`config.mk`:
```
export PLATFORM = sky130hd
export DESIGN_NAME = lx_load_extract
export DESIGN_NICKNAME = d
export VERILOG_FILES = /design/src/rtl/lx_pkg.sv /design/src/rtl/lx_rst_sync.sv /design/src/rtl/lx_align_chk.sv /design/src/rtl/lx_lane_sel.sv /design/src/rtl/lx_size_mask.sv /design/src/rtl/lx_load_extract.sv
export SDC_FILE = /design/constraint.sdc
export NUM_CORES = 1
export LEC_CHECK = 0
export ABC_AREA = 1
export BUFFER_PORTS_ARGS = -buffer_cell sky130_fd_sc_hd__clkbuf_2
export CAP_MARGIN = 10
export CORE_MARGIN = 3
export CORE_UTILIZATION = 54
export CTS_CLUSTER_DIAMETER = 80
export DETAILED_ROUTE_END_ITERATION = 7
export PLACE_DENSITY = 0.82
export SLEW_MARGIN = 5
export SYNTH_ARGS = -nofsm -noshare
export SYNTH_HDL_FRONTEND = slang
export SYNTH_SLANG_ARGS = --single-unit
export TNS_END_PERCENT = 10
```
`constraint.sdc`:
```
create_clock -name clk -period 2.4 [get_ports clk]
set_input_delay 0.24 -clock clk [delete_from_list [all_inputs] [get_ports clk]]
set_output_delay 0.24 -clock clk [all_outputs]
set_load 0.02 [all_outputs]
```
`src/rtl/lx_pkg.sv`:
```
package lx_pkg;
  typedef enum logic [1:0] {
    SZ_BYTE = 2'd0,
    SZ_HALF = 2'd1,
    SZ_WORD = 2'd2,
    SZ_DBL  = 2'd3
  } lx_size_e;
endpackage

```
`src/rtl/lx_rst_sync.sv`:
```
module lx_rst_sync (
  input  logic clk,
  input  logic rst_n,
  output logic rst_sync_n
);
  logic stage_q;

  always_ff @(posedge clk or negedge rst_n) begin
    if (!rst_n) begin
      stage_q    <= 1'b0;
      rst_sync_n <= 1'b0;
    end else begin
      stage_q    <= 1'b1;
      rst_sync_n <= stage_q;
    end
  end
endmodule

```
`src/rtl/lx_align_chk.sv`:
```
module lx_align_chk #(
  parameter int OFF_W = 3
) (
  input  logic [OFF_W-1:0] off_i,
  input  logic [1:0]       size_i,
  output logic             misalign_o
);
  logic [OFF_W-1:0] low_mask;

  // Offset bits below log2(size in bytes) must be zero.
  always_comb begin
    for (int b = 0; b < OFF_W; b++) begin
      low_mask[b] = (b < int'(size_i));
    end
    misalign_o = |(off_i & low_mask);
  end
endmodule

```
`src/rtl/lx_lane_sel.sv`:
```
module lx_lane_sel #(
  parameter int BYTES = 8,
  parameter int OFF_W = 3
) (
  input  logic [8*BYTES-1:0] data_i,
  input  logic [OFF_W-1:0]   off_i,
  output logic [8*BYTES-1:0] data_o
);
  // Output byte j takes input lane j+off; lanes past the top read as zero.
  for (genvar j = 0; j < BYTES; j++) begin : g_lane
    logic [7:0] pick;
    always_comb begin
      pick = 8'h00;
      for (int k = 0; k < BYTES; k++) begin
        if (int'(off_i) + j == k) begin
          pick = data_i[8*k +: 8];
        end
      end
    end
    assign data_o[8*j +: 8] = pick;
  end
endmodule

```
`src/rtl/lx_size_mask.sv`:
```
module lx_size_mask #(
  parameter int BYTES = 8
) (
  input  logic [8*BYTES-1:0] data_i,
  input  logic [1:0]         size_i,
  input  logic               err_i,
  output logic [8*BYTES-1:0] data_o
);
  int keep;

  always_comb begin
    keep = 1 << int'(size_i);
  end

  // Bytes above the access size are zero-filled; an error zeroes everything.
  for (genvar j = 0; j < BYTES; j++) begin : g_byte
    assign data_o[8*j +: 8] = (!err_i && (j < keep)) ? data_i[8*j +: 8] : 8'h00;
  end
endmodule

```
`src/rtl/lx_load_extract.sv`:
```
module lx_load_extract #(
  parameter int ADDR_W = 32,
  parameter int MEM_W  = 64
) (
  input  logic              clk,
  input  logic              rst_n,
  input  logic              req_valid,
  input  logic [ADDR_W-1:0] req_addr,
  input  logic [1:0]        req_size,
  input  logic [MEM_W-1:0]  mem_data,
  output logic              rsp_valid,
  output logic [MEM_W/2-1:0] rsp_lo,
  output logic [MEM_W/2-1:0] rsp_hi,
  output logic              rsp_err
);
  import lx_pkg::*;

  localparam int BYTES = MEM_W / 8;
  localparam int OFF_W = $clog2(BYTES);
  localparam int REG_W = MEM_W / 2;

  logic              rst_sync_n;
  logic [OFF_W-1:0]  lane_off;
  logic              misalign;
  logic [MEM_W-1:0]  shifted;
  logic [MEM_W-1:0]  justified;
  logic              addr_hi_unused;

  logic              valid_d;
  logic              load_en;
  logic [REG_W-1:0]  lo_d, hi_d;
  logic              err_d;

  assign lane_off       = req_addr[OFF_W-1:0];
  assign addr_hi_unused = ^req_addr[ADDR_W-1:OFF_W];

  lx_rst_sync u_rst_sync (
    .clk        (clk),
    .rst_n      (rst_n),
    .rst_sync_n (rst_sync_n)
  );

  lx_align_chk #(.OFF_W(OFF_W)) u_align (
    .off_i      (lane_off),
    .size_i     (req_size),
    .misalign_o (misalign)
  );

  lx_lane_sel #(.BYTES(BYTES), .OFF_W(OFF_W)) u_lane (
    .data_i (mem_data),
    .off_i  (lane_off),
    .data_o (shifted)
  );

  lx_size_mask #(.BYTES(BYTES)) u_mask (
    .data_i (shifted),
    .size_i (req_size),
    .err_i  (misalign),
    .data_o (justified)
  );

  // Next-state logic
  always_comb begin
    valid_d = req_valid;
    load_en = req_valid;
    lo_d    = justified[REG_W-1:0];
    hi_d    = justified[MEM_W-1:REG_W];
    err_d   = misalign;
  end

  // Registers
  always_ff @(posedge clk or negedge rst_sync_n) begin
    if (!rst_sync_n) begin
      rsp_valid <= 1'b0;
    end else begin
      rsp_valid <= valid_d;
    end
  end

  always_ff @(posedge clk or negedge rst_sync_n) begin
    if (!rst_sync_n) begin
      rsp_lo  <= '0;
      rsp_hi  <= '0;
      rsp_err <= 1'b0;
    end else if (load_en) begin
      rsp_lo  <= lo_d;
      rsp_hi  <= hi_d;
      rsp_err <= err_d;
    end
  end


  rsp_follows_req_chk: assert property (@(posedge clk) disable iff (!rst_sync_n)
    req_valid |=> rsp_valid);


  idle_hold_chk: assert property (@(posedge clk) disable iff (!rst_sync_n)
    !req_valid |=> (!rsp_valid && $stable(rsp_lo) && $stable(rsp_hi) && $stable(rsp_err)));


  err_zero_data_chk: assert property (@(posedge clk) disable iff (!rst_sync_n)
    rsp_err |-> (rsp_lo == '0 && rsp_hi == '0));


  narrow_hi_zero_chk: assert property (@(posedge clk) disable iff (!rst_sync_n)
    (req_valid && req_size != SZ_DBL) |=> (rsp_hi == '0));


  byte_zext_chk: assert property (@(posedge clk) disable iff (!rst_sync_n)
    (req_valid && req_size == SZ_BYTE) |=> (rsp_lo[REG_W-1:8] == '0));


  half_zext_chk: assert property (@(posedge clk) disable iff (!rst_sync_n)
    (req_valid && req_size == SZ_HALF) |=> (rsp_lo[REG_W-1:16] == '0));


  dbl_aligned_ok_chk: assert property (@(posedge clk) disable iff (!rst_sync_n)
    (req_valid && req_size == SZ_DBL && lane_off == '0) |=> (!rsp_err && {rsp_hi, rsp_lo} == $past(mem_data)));
endmodule

```
==> impl_results.md, run 1 <==
- Standard-cell row count: 37
- Global-route total usage across every layer: 39.2%
- Post-CTS Setup Inserts: 0
- Nets: ~1.3k
- Hold Path Origin: req_valid
- Xor/xnor share of the synthesized area: 0%
- Cell types with the highest counts after synthesis: sky130_fd_sc_hd__nand2_1, sky130_fd_sc_hd__inv_1, sky130_fd_sc_hd__a21oi_1
- Total number of vias: 7819
- Register-to-register setup slack: 1.61 ns
- Maximum level of the CTS H-tree: 3
- End of the worst register-to-register path: rsp_lo[23]$_DFFE_PN0P_
- GPL Wtd Cong: 1.16
- Worst Hold End: rsp_valid$_DFF_PN0_
- Count of endpoints failing hold in the final timing report: 0
- Leakage power: 4.08 nW
- Cell Pwr Density: 464 nW/um^2
- Worst slack, placed: 0.124 ns
- Fraction of registers with async set/reset: 100%
- Simple-gate share of the synthesized area: 38.4%
- Share of synthesized area spent on multiplexers: 0%
- Sequential fraction of the synthesis area: about 28%
- Iteration count of the initial detailed-routing pass: 7
- Final Core Density: about 67%
- Clock root cell: sky130_fd_sc_hd__clkbuf_8
- Tightest hold margin: 0.0523 ns
- Via count of the first global-routing pass: ~7.2k
- Die Span X: approximately 110 um
- Number of hold-repair buffers added at the cts stage: 1
- Aggregate routed wire length: 25000 um
- Cell family with the largest share of critical-path delay: buffers and inverters
- Post-CTS Resized: 0
- Required time worst endpoint: 2.66 ns
- Worst Setup Path Type: in -> reg
- Slew @ Worst Pin: 0.648 ns
- Leading register cell type out of synthesis: sky130_fd_sc_hd__dfrtp_1
- Share of the synthesized area in the top cell type: 28.2%
- TritonCTS clock tree: done
- F_max: 498 MHz
- Average routed wire per standard cell: 19.4 um
- Pin count of the biggest net entering global routing: 65
- EDFF count, synth: 0
- Average cell area after synthesis: between 5 and 6 um^2
- Most frequent cell after synthesis: sky130_fd_sc_hd__nand2_1
- Cell variety after synth: 39
- Hold Path Stages: 1
- # DRC: 0
- Synth area leaders: sky130_fd_sc_hd__dfrtp_1, sky130_fd_sc_hd__nand2_1, sky130_fd_sc_hd__a21oi_1
- Fin Setup TNS: 0 ns
- Most numerous cell on the critical path: sky130_fd_sc_hd__inv_1
- Max Fanout on Critical Path: 8
- Clock period minus worst slack: 2.01 ns
- Adder-cell share of the synthesized area: 1.24%
- Share of post-route cells with drive strength above 1: 19.4%
- Worst Reg2Reg Path Length in Cells: 1
- Total congestion overflow: 0
- Net Count, Synth: 1115
- # IOs: between 150 and 200
- R2R Path Start: u_rst_sync.rst_sync_n$_DFF_PN0_
- Type of the worst min-delay path: in -> reg
- Clock edge transition at the registers on the reported setup and hold paths: 0.08 ns
- Final count of negative-setup-slack endpoints: 0
- Area of the die: 12500 um^2
- CP Buf/Inv Count: 5
- Number of CTS-inserted buffers: 9
- Total of max-cap violations: 0
- Largest incremental delay on the critical path: 0.36 ns
- Area of the core: 10600 um^2
- Status: completed
- ANT cells: 0
- Dominant cell type by area after synthesis: sky130_fd_sc_hd__dfrtp_1
- Antenna violations before repair: 0
- Number of synthesized register bits: 68
- Initial Util: 56.9%
- Fin crit share: 83.6%
- Combinational family with the most area after synthesis: simple AND/OR/NAND/NOR gates
- Worst vdd ir: 0.379 mV
- Worst max-slew margin expressed relative to the limit: 56.7%
- Worst clock skew: roughly 0.01 ns
- First-pass GRT wire length: slightly below 40000 um
- Syn. warnings: 0
- Category of the worst setup path launch point: input port
- Sinks on Clock Net: 68
- Arr. time, crit path: 2.27 ns
- Critical Path Stages: 13
- Detailed-route vias per instance: 6.06
- Mapped cell area: 6030 um^2
- Area growth from synthesis to final layout: 18.1%
- Cells along the critical path: clkbuf_2, nand2_2, inv_1, ha_1, inv_1, nand3_2, nor2_2, inv_1, o21ai_0, buf_4, nand4_1, nand2_1, nand2_1
- Buffers from clock root to sink, at most: 2
- Endpoint kind of the worst setup timing path: register
- HPWL after DPL: about 19000 um
- Slew Limit Fails: 0
- Fillcell total: 1027
- Setup repair after global routing missed its margin: false
- Insertion delay of the later-clocked pin in the worst-skew pair: 0.37 ns
- Number of I/O port buffers: 137
- First DRT Iteration DRCs: 1370
- Antenna Violating Nets Remaining: 0
- Die Ht: 112 um
- Worst path slowest cell: sky130_fd_sc_hd__o21ai_0
- Compound-cell area share of the yosys netlist: around 22%
- Final setup margin: 0.394 ns
- Instance count of the mapped netlist: 1008
## logic make-up (layout without fill, tap and decap cells)
kind of cell | after synthesis | after routing
AO/OA/AOI/OAI | 237 | 237
other | 1 | 1
flip-flops | 68 | 68
AND/OR/NAND/NOR | 556 | 556
buffers and inverters | 140 | 287
adder cells (fa/ha/maj) | 6 | 6
## stage by stage
step / cells / power (W) / cell area [um^2]
final: 1291 / 0.00330 / 7120
after global routing: 1291 / 0.00344 / 7120
after CTS: 1291 / 0.00327 / 7120
after detailed placement: 1274 / 0.00227 / 6910
after global placement: 1274 / 0.00227 / 6910
after floorplan: 1008 / 0.00186 / 6030
## power by group
| group | leakage [nW] | total, W | internal, W | switching (W) |
|---|---|---|---|---|
| clock network | 0.0973 | 0.00100 | 0.000494 | 0.000507 |
| registers | 0.922 | 0.00124 | 0.00120 | 0.0000377 |
| logic | 3.06 | 0.00106 | 0.000309 | 0.000754 |
## state kept, by name (all words and copies together), names as in the netlist
| signal | cells |
|---|---|
| rsp_err | 1 |
| u_rst_sync.rst_sync_n | 1 |
| rsp_lo | 32 |
| u_rst_sync.stage_q | 1 |
| rsp_hi | 32 |
| rsp_valid | 1 |
## cell type report
type	count	area [um^2]	area share [%]
clock inverter	7	80.1	1.12
multi-input combinational	800	3730	52.4
timing repair buffer	165	911	12.8
clock buffer	9	124	1.74
tap	136	170	2.39
sequential	68	1700	23.9
inverter	106	403	5.66
## cell usage in the layout (no fill, tap or decap), types with 3 or more instances in the layout
cell	Yosys	routed
sky130_fd_sc_hd__a21oi_1	82	82
sky130_fd_sc_hd__a22oi_1	8	8
sky130_fd_sc_hd__buf_4	4	26
sky130_fd_sc_hd__clkbuf_2	0	137
sky130_fd_sc_hd__clkbuf_8	0	9
sky130_fd_sc_hd__dfrtp_1	68	67
sky130_fd_sc_hd__ha_1	6	6
sky130_fd_sc_hd__inv_1	97	96
sky130_fd_sc_hd__inv_2	7	8
sky130_fd_sc_hd__inv_6	1	5
sky130_fd_sc_hd__nand2_1	441	441
sky130_fd_sc_hd__nand2_2	9	9
sky130_fd_sc_hd__nand2_4	3	3
sky130_fd_sc_hd__nand3_1	33	33
sky130_fd_sc_hd__nand4_1	11	11
sky130_fd_sc_hd__nor2_1	39	39
sky130_fd_sc_hd__nor2_2	7	7
sky130_fd_sc_hd__nor2_4	8	8
sky130_fd_sc_hd__o211ai_1	15	15
sky130_fd_sc_hd__o21ai_0	77	77
sky130_fd_sc_hd__o21ai_1	20	20
sky130_fd_sc_hd__o21bai_1	3	3
sky130_fd_sc_hd__o221ai_1	8	8
sky130_fd_sc_hd__o22ai_1	11	11
sky130_fd_sc_hd__o31ai_1	6	6
## how the worst max path moves through the flow
| stage | slack, ns | end | start |
|---|---|---|---|
| 5_1_grt | 0.25 | rsp_hi[14]$_DFFE_PN0P_ | req_addr[1] |
| 2_1_floorplan | 0.36 | rsp_lo[10]$_DFFE_PN0P_ | req_addr[2] |
| 4_1_cts | 0.50 | rsp_hi[14]$_DFFE_PN0P_ | req_addr[1] |
| 6_report | 0.39 | rsp_hi[14]$_DFFE_PN0P_ | req_addr[1] |
| 3_5_place_dp | 0.12 | rsp_hi[14]$_DFFE_PN0P_ | req_addr[1] |
| 3_3_place_gp | 0.20 | rsp_hi[14]$_DFFE_PN0P_ | req_addr[1] |
## metal layers
metal  vias to the layer above  track usage (%)  part of all wire (%)
li1                       3553                -                     -
met1                      3420             50.1                    36
met2                       671             58.6                    41
met3                       173             12.0                    15
met4                         2             22.0                   7.2
met5                         -             3.14                  0.11
No activity file was read; power rests on OpenSTA's default activity.
==> run 2: changes to the inputs <==
==> constraint.sdc (replaced) <==
create_clock -name clk -period 2.1 [get_ports clk]
set_input_delay 0.21 -clock clk [delete_from_list [all_inputs] [get_ports clk]]
set_output_delay 0.21 -clock clk [all_outputs]
set_load 0.02 [all_outputs]
==> run 2 against run 1 <==
Largest power group unchanged; sequential share of layout area shrank 0.49 points; cell area grew 2.1%; global-route usage is 2.2 points higher; sequential power increased by 15%; via count up 1.2%; utilization up 1.4 points.
==> impl_results.md, run 2 (synthesis gave the netlist of run 1 again) <==
- Placement-stage cell area: 7060 um^2 (was 6910 um^2)
- Standard-cell row count: 37 (unchanged)
- Pin count of the biggest net entering global routing: 67 (was 65)
- Total congestion overflow: 0 (unchanged)
- Final count of negative-setup-slack endpoints: 0 (unchanged)
- R2R Path Start: rsp_hi[6]$_DFFE_PN0P_ (was u_rst_sync.rst_sync_n$_DFF_PN0_)
- HPWL after DPL: 20100 um (was 19000 um)
- Met3 wire length: 3880 um (was 3840 um)
- Clock period minus worst slack: approximately 1.8 ns
- Cell family with the largest share of critical-path delay: compound AO/OA/AOI/OAI gates (was buffers and inverters)
- Fillcell total: 1011 (was 1027)
- Nets: 1278 (was 1257)
- Insertion delay of the later-clocked pin in the worst-skew pair: 0.38 ns (was 0.37 ns)
- First DRT Iteration DRCs: 1205 (was 1370)
- Fin Setup TNS: 0 ns (unchanged)
- Area of the core: 10600 um^2 (unchanged)
- Buffers from clock root to sink, at most: 2 (unchanged)
- Cells along the critical path: clkbuf_2, buf_4, ha_1, a21oi_2, nand2_1, o21ai_0, inv_1, nand2_1, nand2_1 (was clkbuf_2, nand2_2, inv_1, ha_1, inv_1, nand3_2, nor2_2, inv_1, o21ai_0, buf_4, nand4_1, nand2_1, nand2_1)
- Most numerous cell on the critical path: sky130_fd_sc_hd__nand2_1 (was sky130_fd_sc_hd__inv_1)
- Area growth from synthesis to final layout: 20.6% (was 18.1%)
- Capturing element of the worst setup path: rsp_lo[25]$_DFFE_PN0P_ (was rsp_hi[14]$_DFFE_PN0P_)
- Worst Reg2Reg Path Length in Cells: 1 (unchanged)
- Number of CTS-inserted buffers: 9 (unchanged)
- # DRC: 0 (unchanged)
- Reg area: 1700 um^2 (unchanged)
- Antenna Violating Nets Remaining: 0 (unchanged)
- Type of the worst min-delay path: in -> async (was in -> reg)
- Number of placed instances, taps included: 1294 (was 1274)
- Setup repair after global routing missed its margin: false (unchanged)
- End of the worst register-to-register path: rsp_hi[6]$_DFFE_PN0P_ (was rsp_lo[23]$_DFFE_PN0P_)
- CP Buf/Inv Count: 3 (was 5)
- Share of post-route cells with drive strength above 1: 20.7% (was 19.4%)
- Max Fanout on Critical Path: 16 (was 8)
- # IOs: 167 (unchanged)
- Leakage power: 4.18 nW (was 4.08 nW)
- Status: completed (unchanged)
- Area of the multi-input gates: 3730 um^2 (unchanged)
- Slew @ Worst Pin: 0.642 ns (was 0.648 ns)
- Clock edge transition at the registers on the reported setup and hold paths: 0.07 ns (was 0.08 ns)
- Largest registers: rsp_hi: 32 flops, rsp_lo: 32 flops (unchanged)
- Cell Pwr Density: 524 nW/um^2 (was 464 nW/um^2)
- Filler-free cell count of the finished design: 1312 (was 1291)
- Area of the die: 12500 um^2 (unchanged)
- Largest incremental delay on the critical path: 0.39 ns (was 0.36 ns)
- Register-to-register setup slack: 1.38 ns (was 1.61 ns)
- GPL Wtd Cong: 1.11 (was 1.16)
- Arr. time, crit path: 2.05 ns (was 2.27 ns)
- Category of the worst setup path launch point: input port (unchanged)
- Count of endpoints failing hold in the final timing report: 0 (unchanged)
- ANT cells: 0 (unchanged)
- Average routed wire per standard cell: 20.0 um (was 19.4 um)
- Highest metal layer used by the detailed router: met4 (was met5)
- Die Span X: 112 um (unchanged)
- Maximum level of the CTS H-tree: 3 (unchanged)
- Total of max-cap violations: 0 (unchanged)
- Worst max-slew margin expressed relative to the limit: 57.2% (was 56.7%)
- Slew Limit Fails: 0 (unchanged)
- Global-route total usage across every layer: 41.4% (was 39.2%)
- Worst vdd ir: 0.420 mV (was 0.379 mV)
- F_max: roughly 560 MHz
- First-pass GRT wire length: 40000 um (was 38500 um)
- Met1 routed wirelength after detailed routing: 9480 um (was 8990 um)
- Die Ht: 112 um (unchanged)
- Number of I/O port buffers: 137 (unchanged)
- Iteration count of the initial detailed-routing pass: 7 (unchanged)
- Required time worst endpoint: 2.36 ns (was 2.66 ns)
- Detailed-route vias per instance: 6.03 (was 6.06)
- Via count of the first global-routing pass: 7250 (was 7240)
- Total chip power: 0.00381 W (was 0.00330 W)
- Antenna violations before repair: 0 (unchanged)
- Leading cell type in the layout, fill and taps excluded: sky130_fd_sc_hd__nand2_1 (unchanged)
- Post-CTS Setup Inserts: 0 (unchanged)
- Cell area after layout: 7270 um^2 (was 7120 um^2)
- Fin crit share: 85.0%
- Worst path slowest cell: sky130_fd_sc_hd__o21ai_0 (unchanged)
- Tightest hold margin: 0.147 ns (was 0.0523 ns)
- TritonCTS clock tree: done (unchanged)
- Worst Setup Path Type: in -> reg (unchanged)
- Total number of vias: 7916 (was 7819)
- Met2 WL post-DR: 11300 um (was 10300 um)
- Commonest non-fill, non-tap cells in the layout: sky130_fd_sc_hd__nand2_1, sky130_fd_sc_hd__clkbuf_2, sky130_fd_sc_hd__inv_1, sky130_fd_sc_hd__a21oi_1, sky130_fd_sc_hd__o21ai_0 (unchanged)
- Endpoint kind of the worst setup timing path: register (unchanged)
- Critical Path Stages: 9 (was 13)
- Aggregate routed wire length: 26300 um (was 25000 um)
- Initial Util: 56.9% (unchanged)
- Worst clock skew: 0.0118 ns (was 0.0102 ns)
- Sinks on Clock Net: 68 (unchanged)
- CP startpoint: req_addr[1] (unchanged)
- Clock root cell: sky130_fd_sc_hd__clkbuf_8 (unchanged)
==> run 2: cell count changes in the layout (fill, tap and decap cells not counted) <==
| cell | previous run | this run |
|---|---|---|
| sky130_fd_sc_hd__inv_6 | 5 | 2 |
| sky130_fd_sc_hd__clkinv_2 | 0 | 2 |
| sky130_fd_sc_hd__clkbuf_1 | 0 | 1 |
| sky130_fd_sc_hd__buf_4 | 26 | 46 |
| sky130_fd_sc_hd__dlygate4sd3_1 | 1 | 2 |
==> run 2: layout make-up <==
type | instances | share of cell area (%)
Multi-Input combinational cell | 800 | 51.3
Sequential cell | 68 | 23.4
Timing Repair Buffer | 186 | 14.7
Inverter | 106 | 5.54
Tap cell | 136 | 2.34
Clock buffer | 10 | 1.75
Clock inverter | 6 | 0.877
==> run 2: worst min path at each step <==
stage / startpoint / endpoint / slack (ns) / cells past startpoint
floorplan: rst_n / u_rst_sync.rst_sync_n$_DFF_PN0_ / -0.09 / 0
global placement: rst_n / u_rst_sync.stage_q$_DFF_PN0_ / -0.004 / 1
detailed placement: rst_n / u_rst_sync.stage_q$_DFF_PN0_ / -0.002 / 1
CTS: req_valid / rsp_valid$_DFF_PN0_ / 0.002 / 1
global route: rst_n / u_rst_sync.stage_q$_DFF_PN0_ / 0.15 / 2
finish: rst_n / u_rst_sync.rst_sync_n$_DFF_PN0_ / 0.15 / 2
==> run 2: timing repair <==
| item | in CTS | in global routing |
|---|---|---|
| endpoints found under the hold margin | 2 | 1 |
| resized for setup | 0 | 0 |
| hold buffers | 1 | 1 |
==> run 2: through the flow <==
stage	setup slack [ns]	utilization, %
after floorplan	0.0662	-
after global placement	0.0191	66.6
after detailed placement	0.0123	66.6
after CTS	0.407	68.5
after global routing	0.178	68.6
final	0.315	68.6
==> run 2: report_power, final <==
| part | total, W | internal [W] | switching (W) |
|---|---|---|---|
| sequential | 0.00142 | 0.00138 | 0.0000409 |
| clock | 0.00114 | 0.000549 | 0.000592 |
| combinational | 0.00125 | 0.000375 | 0.000877 |
==> run 2: layer usage <==
| layer | vias to the layer above | track usage, % |
|---|---|---|
| li1 | 3600 | - |
| met1 | 3520 | 53.7 |
| met2 | 649 | 61.3 |
| met3 | 147 | 12.5 |
| met4 | 0 | 23.5 |
| met5 | - | 0 |
==> run 3: changes to the inputs <==
--- a/config.mk
+++ b/config.mk
@@ -13,6 +13,7 @@
 export CTS_CLUSTER_DIAMETER = 80
 export DETAILED_ROUTE_END_ITERATION = 7
 export PLACE_DENSITY = 0.82
+export REMOVE_ABC_BUFFERS = 1
 export SLEW_MARGIN = 5
 export SYNTH_ARGS = -nofsm -noshare
 export SYNTH_HDL_FRONTEND = slang
==> run 3 against run 2 <==
Global-route usage is 1.3 points lower; sequential share of layout area is 0.69 points lower; combinational power hardly changed; sequential power hardly changed; first-iteration DRC count is 10% lower; critical path type unchanged; die area stayed put; critical path depth is 4 higher; clock skew is 0.00080 ns higher; utilization is 2.1 points higher; worst setup slack worse by 0.055 ns.
==> impl_results.md, run 3 (synthesis gave the netlist of run 1 again) <==
- Max Fanout on Critical Path: 8 (was 16)
- TritonCTS clock tree: done (unchanged)
- Slew Limit Fails: 0 (unchanged)
- Via count of the first global-routing pass: 7355 (was 7250)
- Area of the die: 12500 um^2 (unchanged)
- Worst Setup Path Type: in -> reg (unchanged)
- Largest registers: rsp_hi: 32 flops, rsp_lo: 32 flops (unchanged)
- ANT cells: 0 (unchanged)
- Insertion delay of the later-clocked pin in the worst-skew pair: 0.35 ns (was 0.38 ns)
- Worst slack, placed: -0.0279 ns (was 0.0123 ns)
- Share of post-route cells with drive strength above 1: 21.7% (was 20.7%)
- Commonest non-fill, non-tap cells in the layout: sky130_fd_sc_hd__nand2_1, sky130_fd_sc_hd__clkbuf_2, sky130_fd_sc_hd__inv_1, sky130_fd_sc_hd__a21oi_1, sky130_fd_sc_hd__o21ai_0 (unchanged)
- Nets: 1293 (was 1278)
- Clock period minus worst slack: 1.84 ns (was 1.79 ns)
- Number of I/O port buffers: 137 (unchanged)
- Antenna Violating Nets Remaining: 0 (unchanged)
- GPL Wtd Cong: 1.09 (was 1.11)
- Iteration count of the initial detailed-routing pass: 7 (unchanged)
- HPWL after DPL: 19800 um (was 20100 um)
- Fillcell total: 963 (was 1011)
- Antenna violations before repair: 0 (unchanged)
- Required time worst endpoint: 2.40 ns (was 2.36 ns)
- Average routed wire per standard cell: 19.2 um (was 20.0 um)
- Area growth from synthesis to final layout: 24.3% (was 20.6%)
- Fin crit share: 87.7% (was 85.0%)
- First DRT Iteration DRCs: 1082 (was 1205)
- Arr. time, crit path: 2.14 ns (was 2.05 ns)
- Total congestion overflow: 0 (unchanged)
- Worst vdd ir: 0.490 mV (was 0.420 mV)
- Initial Util: 56.9% (unchanged)
- Final count of negative-setup-slack endpoints: 0 (unchanged)
- Total number of vias: 7872 (was 7916)
- Tightest hold margin: 0.0364 ns (was 0.147 ns)
- Buffers from clock root to sink, at most: 2 (unchanged)
- Setup repair after global routing missed its margin: false (unchanged)
- Detailed-route vias per instance: 5.93 (was 6.03)
- Count of endpoints failing hold in the final timing report: 0 (unchanged)
- Worst max-slew margin expressed relative to the limit: 54.5% (was 57.2%)
- Slew @ Worst Pin: 0.680 ns (was 0.642 ns)
- Switching power: 0.00144 W (was 0.00151 W)
- Clock network fraction of total power: 34.9% (was 29.9%)
- Area of the core: 10600 um^2 (unchanged)
- Clock root cell: sky130_fd_sc_hd__clkbuf_8 (unchanged)
- Clock edge transition at the registers on the reported setup and hold paths: 0.08 ns (was 0.07 ns)
- Aggregate routed wire length: 25500 um (was 26300 um)
- First-pass GRT wire length: 39700 um (was 40000 um)
- Total of max-cap violations: 0 (unchanged)
- Global-route total usage across every layer: 40.2% (was 41.4%)
- # IOs: 167 (unchanged)
- Maximum level of the CTS H-tree: 3 (unchanged)
- F_max: 543 MHz (was 560 MHz)
- Post-CTS Setup Inserts: 0 (unchanged)
- # DRC: 0 (unchanged)
- Endpoint kind of the worst setup timing path: register (unchanged)
- Final setup margin: 0.259 ns (was 0.315 ns)
- Status: completed (unchanged)
- Leakage power: 4.30 nW (was 4.18 nW)
- Pin count of the biggest net entering global routing: 65 (was 67)
- Cell Pwr Density: 550 nW/um^2 (was 524 nW/um^2)
- Worst clock skew: 0.0126 ns (was 0.0118 ns)
- Standard-cell row count: 37 (unchanged)
- Die Ht: 112 um (unchanged)
- Sequential group share of total power: 34.5% (was 37.2%)
- Combinational Power Share: 30.6% (was 32.9%)
- Switching Fraction: 34.8% (was 39.6%)
- Sinks on Clock Net: 68 (unchanged)
- Leading cell type in the layout, fill and taps excluded: sky130_fd_sc_hd__nand2_1 (unchanged)
- Type of the worst min-delay path: in -> reg (was in -> async)
- Design internal power: 0.00269 W (was 0.00230 W)
- Category of the worst setup path launch point: input port (unchanged)
- Number of CTS-inserted buffers: 9 (unchanged)
- Die Span X: 112 um (unchanged)
-- run 3: cell count changes in the layout (fill, tap and decap cells not counted) --
cell                            before  now
sky130_fd_sc_hd__buf_4              46   59
sky130_fd_sc_hd__buf_12              1    4
sky130_fd_sc_hd__bufinv_16           1    4
sky130_fd_sc_hd__clkinv_2            2    0
sky130_fd_sc_hd__clkinv_4            0    2
sky130_fd_sc_hd__clkinvlp_4          2    0
sky130_fd_sc_hd__dlygate4sd3_1       2    1
sky130_fd_sc_hd__inv_6               2    1
-- run 3: path summary, 6_finish.rpt --
kind,startpoint,to,slack (ns),cells past startpoint
setup / recovery,req_addr[1],rsp_lo[9]$_DFFE_PN0P_,0.26,13
hold / removal,req_valid,rsp_valid$_DFF_PN0_,0.04,1
setup reg to reg,u_rst_sync.rst_sync_n$_DFF_PN0_,rsp_hi[30]$_DFFE_PN0P_,1.26,1
hold reg to reg,u_rst_sync.rst_sync_n$_DFF_PN0_,rsp_lo[15]$_DFFE_PN0P_,0.24,0
max in group asynchronous,u_rst_sync.rst_sync_n$_DFF_PN0_,rsp_hi[30]$_DFFE_PN0P_,1.26,1
min in group asynchronous,rst_n,u_rst_sync.rst_sync_n$_DFF_PN0_,0.16,2
-- run 3: worst max-delay path, cell delays in order --
cell,delay [ns]
sky130_fd_sc_hd__clkbuf_2,0.12
sky130_fd_sc_hd__nand2_2,0.08
sky130_fd_sc_hd__inv_1,0.06
sky130_fd_sc_hd__ha_1,0.28
sky130_fd_sc_hd__buf_4,0.13
sky130_fd_sc_hd__nand2_1,0.06
sky130_fd_sc_hd__nor2_1,0.53
sky130_fd_sc_hd__a22oi_1,0.15
sky130_fd_sc_hd__nand3_1,0.13
sky130_fd_sc_hd__o21ai_0,0.15
sky130_fd_sc_hd__nand3_1,0.12
sky130_fd_sc_hd__nand2_1,0.06
sky130_fd_sc_hd__nand2_1,0.05
-- run 3: power groups by stage --
stage | Combinational (W) | Sequential [W] | Clock [W]
2_1_floorplan | 0.000557 | 0.00154 | 0
3_3_place_gp | 0.00120 | 0.00144 | 0
3_5_place_dp | 0.00121 | 0.00145 | 0
4_1_cts | 0.00122 | 0.00142 | 0.00145
5_1_grt | 0.00136 | 0.00143 | 0.00152
6_report | 0.00126 | 0.00142 | 0.00144
-- run 3: final cells by class --
class / count / area [um^2] / area share, %
clock buffer: 10 / 128 / 1.70
clock inverter: 6 / 138 / 1.84
inverter: 106 / 403 / 5.38
multi-input combinational: 800 / 3730 / 49.8
sequential: 68 / 1700 / 22.7
tap: 136 / 170 / 2.27
timing repair buffer: 201 / 1220 / 16.3
-- run 3: metal layers --
layer | track usage (%) | share of wire, % | vias up
li1 | - | - | 3622
met1 | 55.5 | 39 | 3515
met2 | 60.0 | 42 | 618
met3 | 7.23 | 13 | 117
met4 | 21.1 | 6.3 | 0
met5 | 0 | 0 | -
-- run 3: timing repair --
action | 4_1_cts | 5_1_grt
hold endpoints to repair | 2 | 0
gates resized for setup | 0 | 0
hold buffers | 1 | 0
-- run 3: metrics by stage --
| stage | setup TNS, ns | std cells | power, W | util (%) | instance area (um^2) |
|---|---|---|---|---|---|
| 5_1_grt | 0 | 1327 | 0.00431 | 70.7 | 7490 |
| 4_1_cts | 0 | 1327 | 0.00409 | 70.7 | 7490 |
| 6_report | 0 | 1327 | 0.00412 | 70.7 | 7490 |
| 2_1_floorplan | 0 | 974 | 0.00209 | - | 5840 |
| 3_5_place_dp | -0.0569 | 1310 | 0.00266 | 68.1 | 7220 |
| 3_3_place_gp | -0.000832 | 1310 | 0.00265 | 68.1 | 7220 |
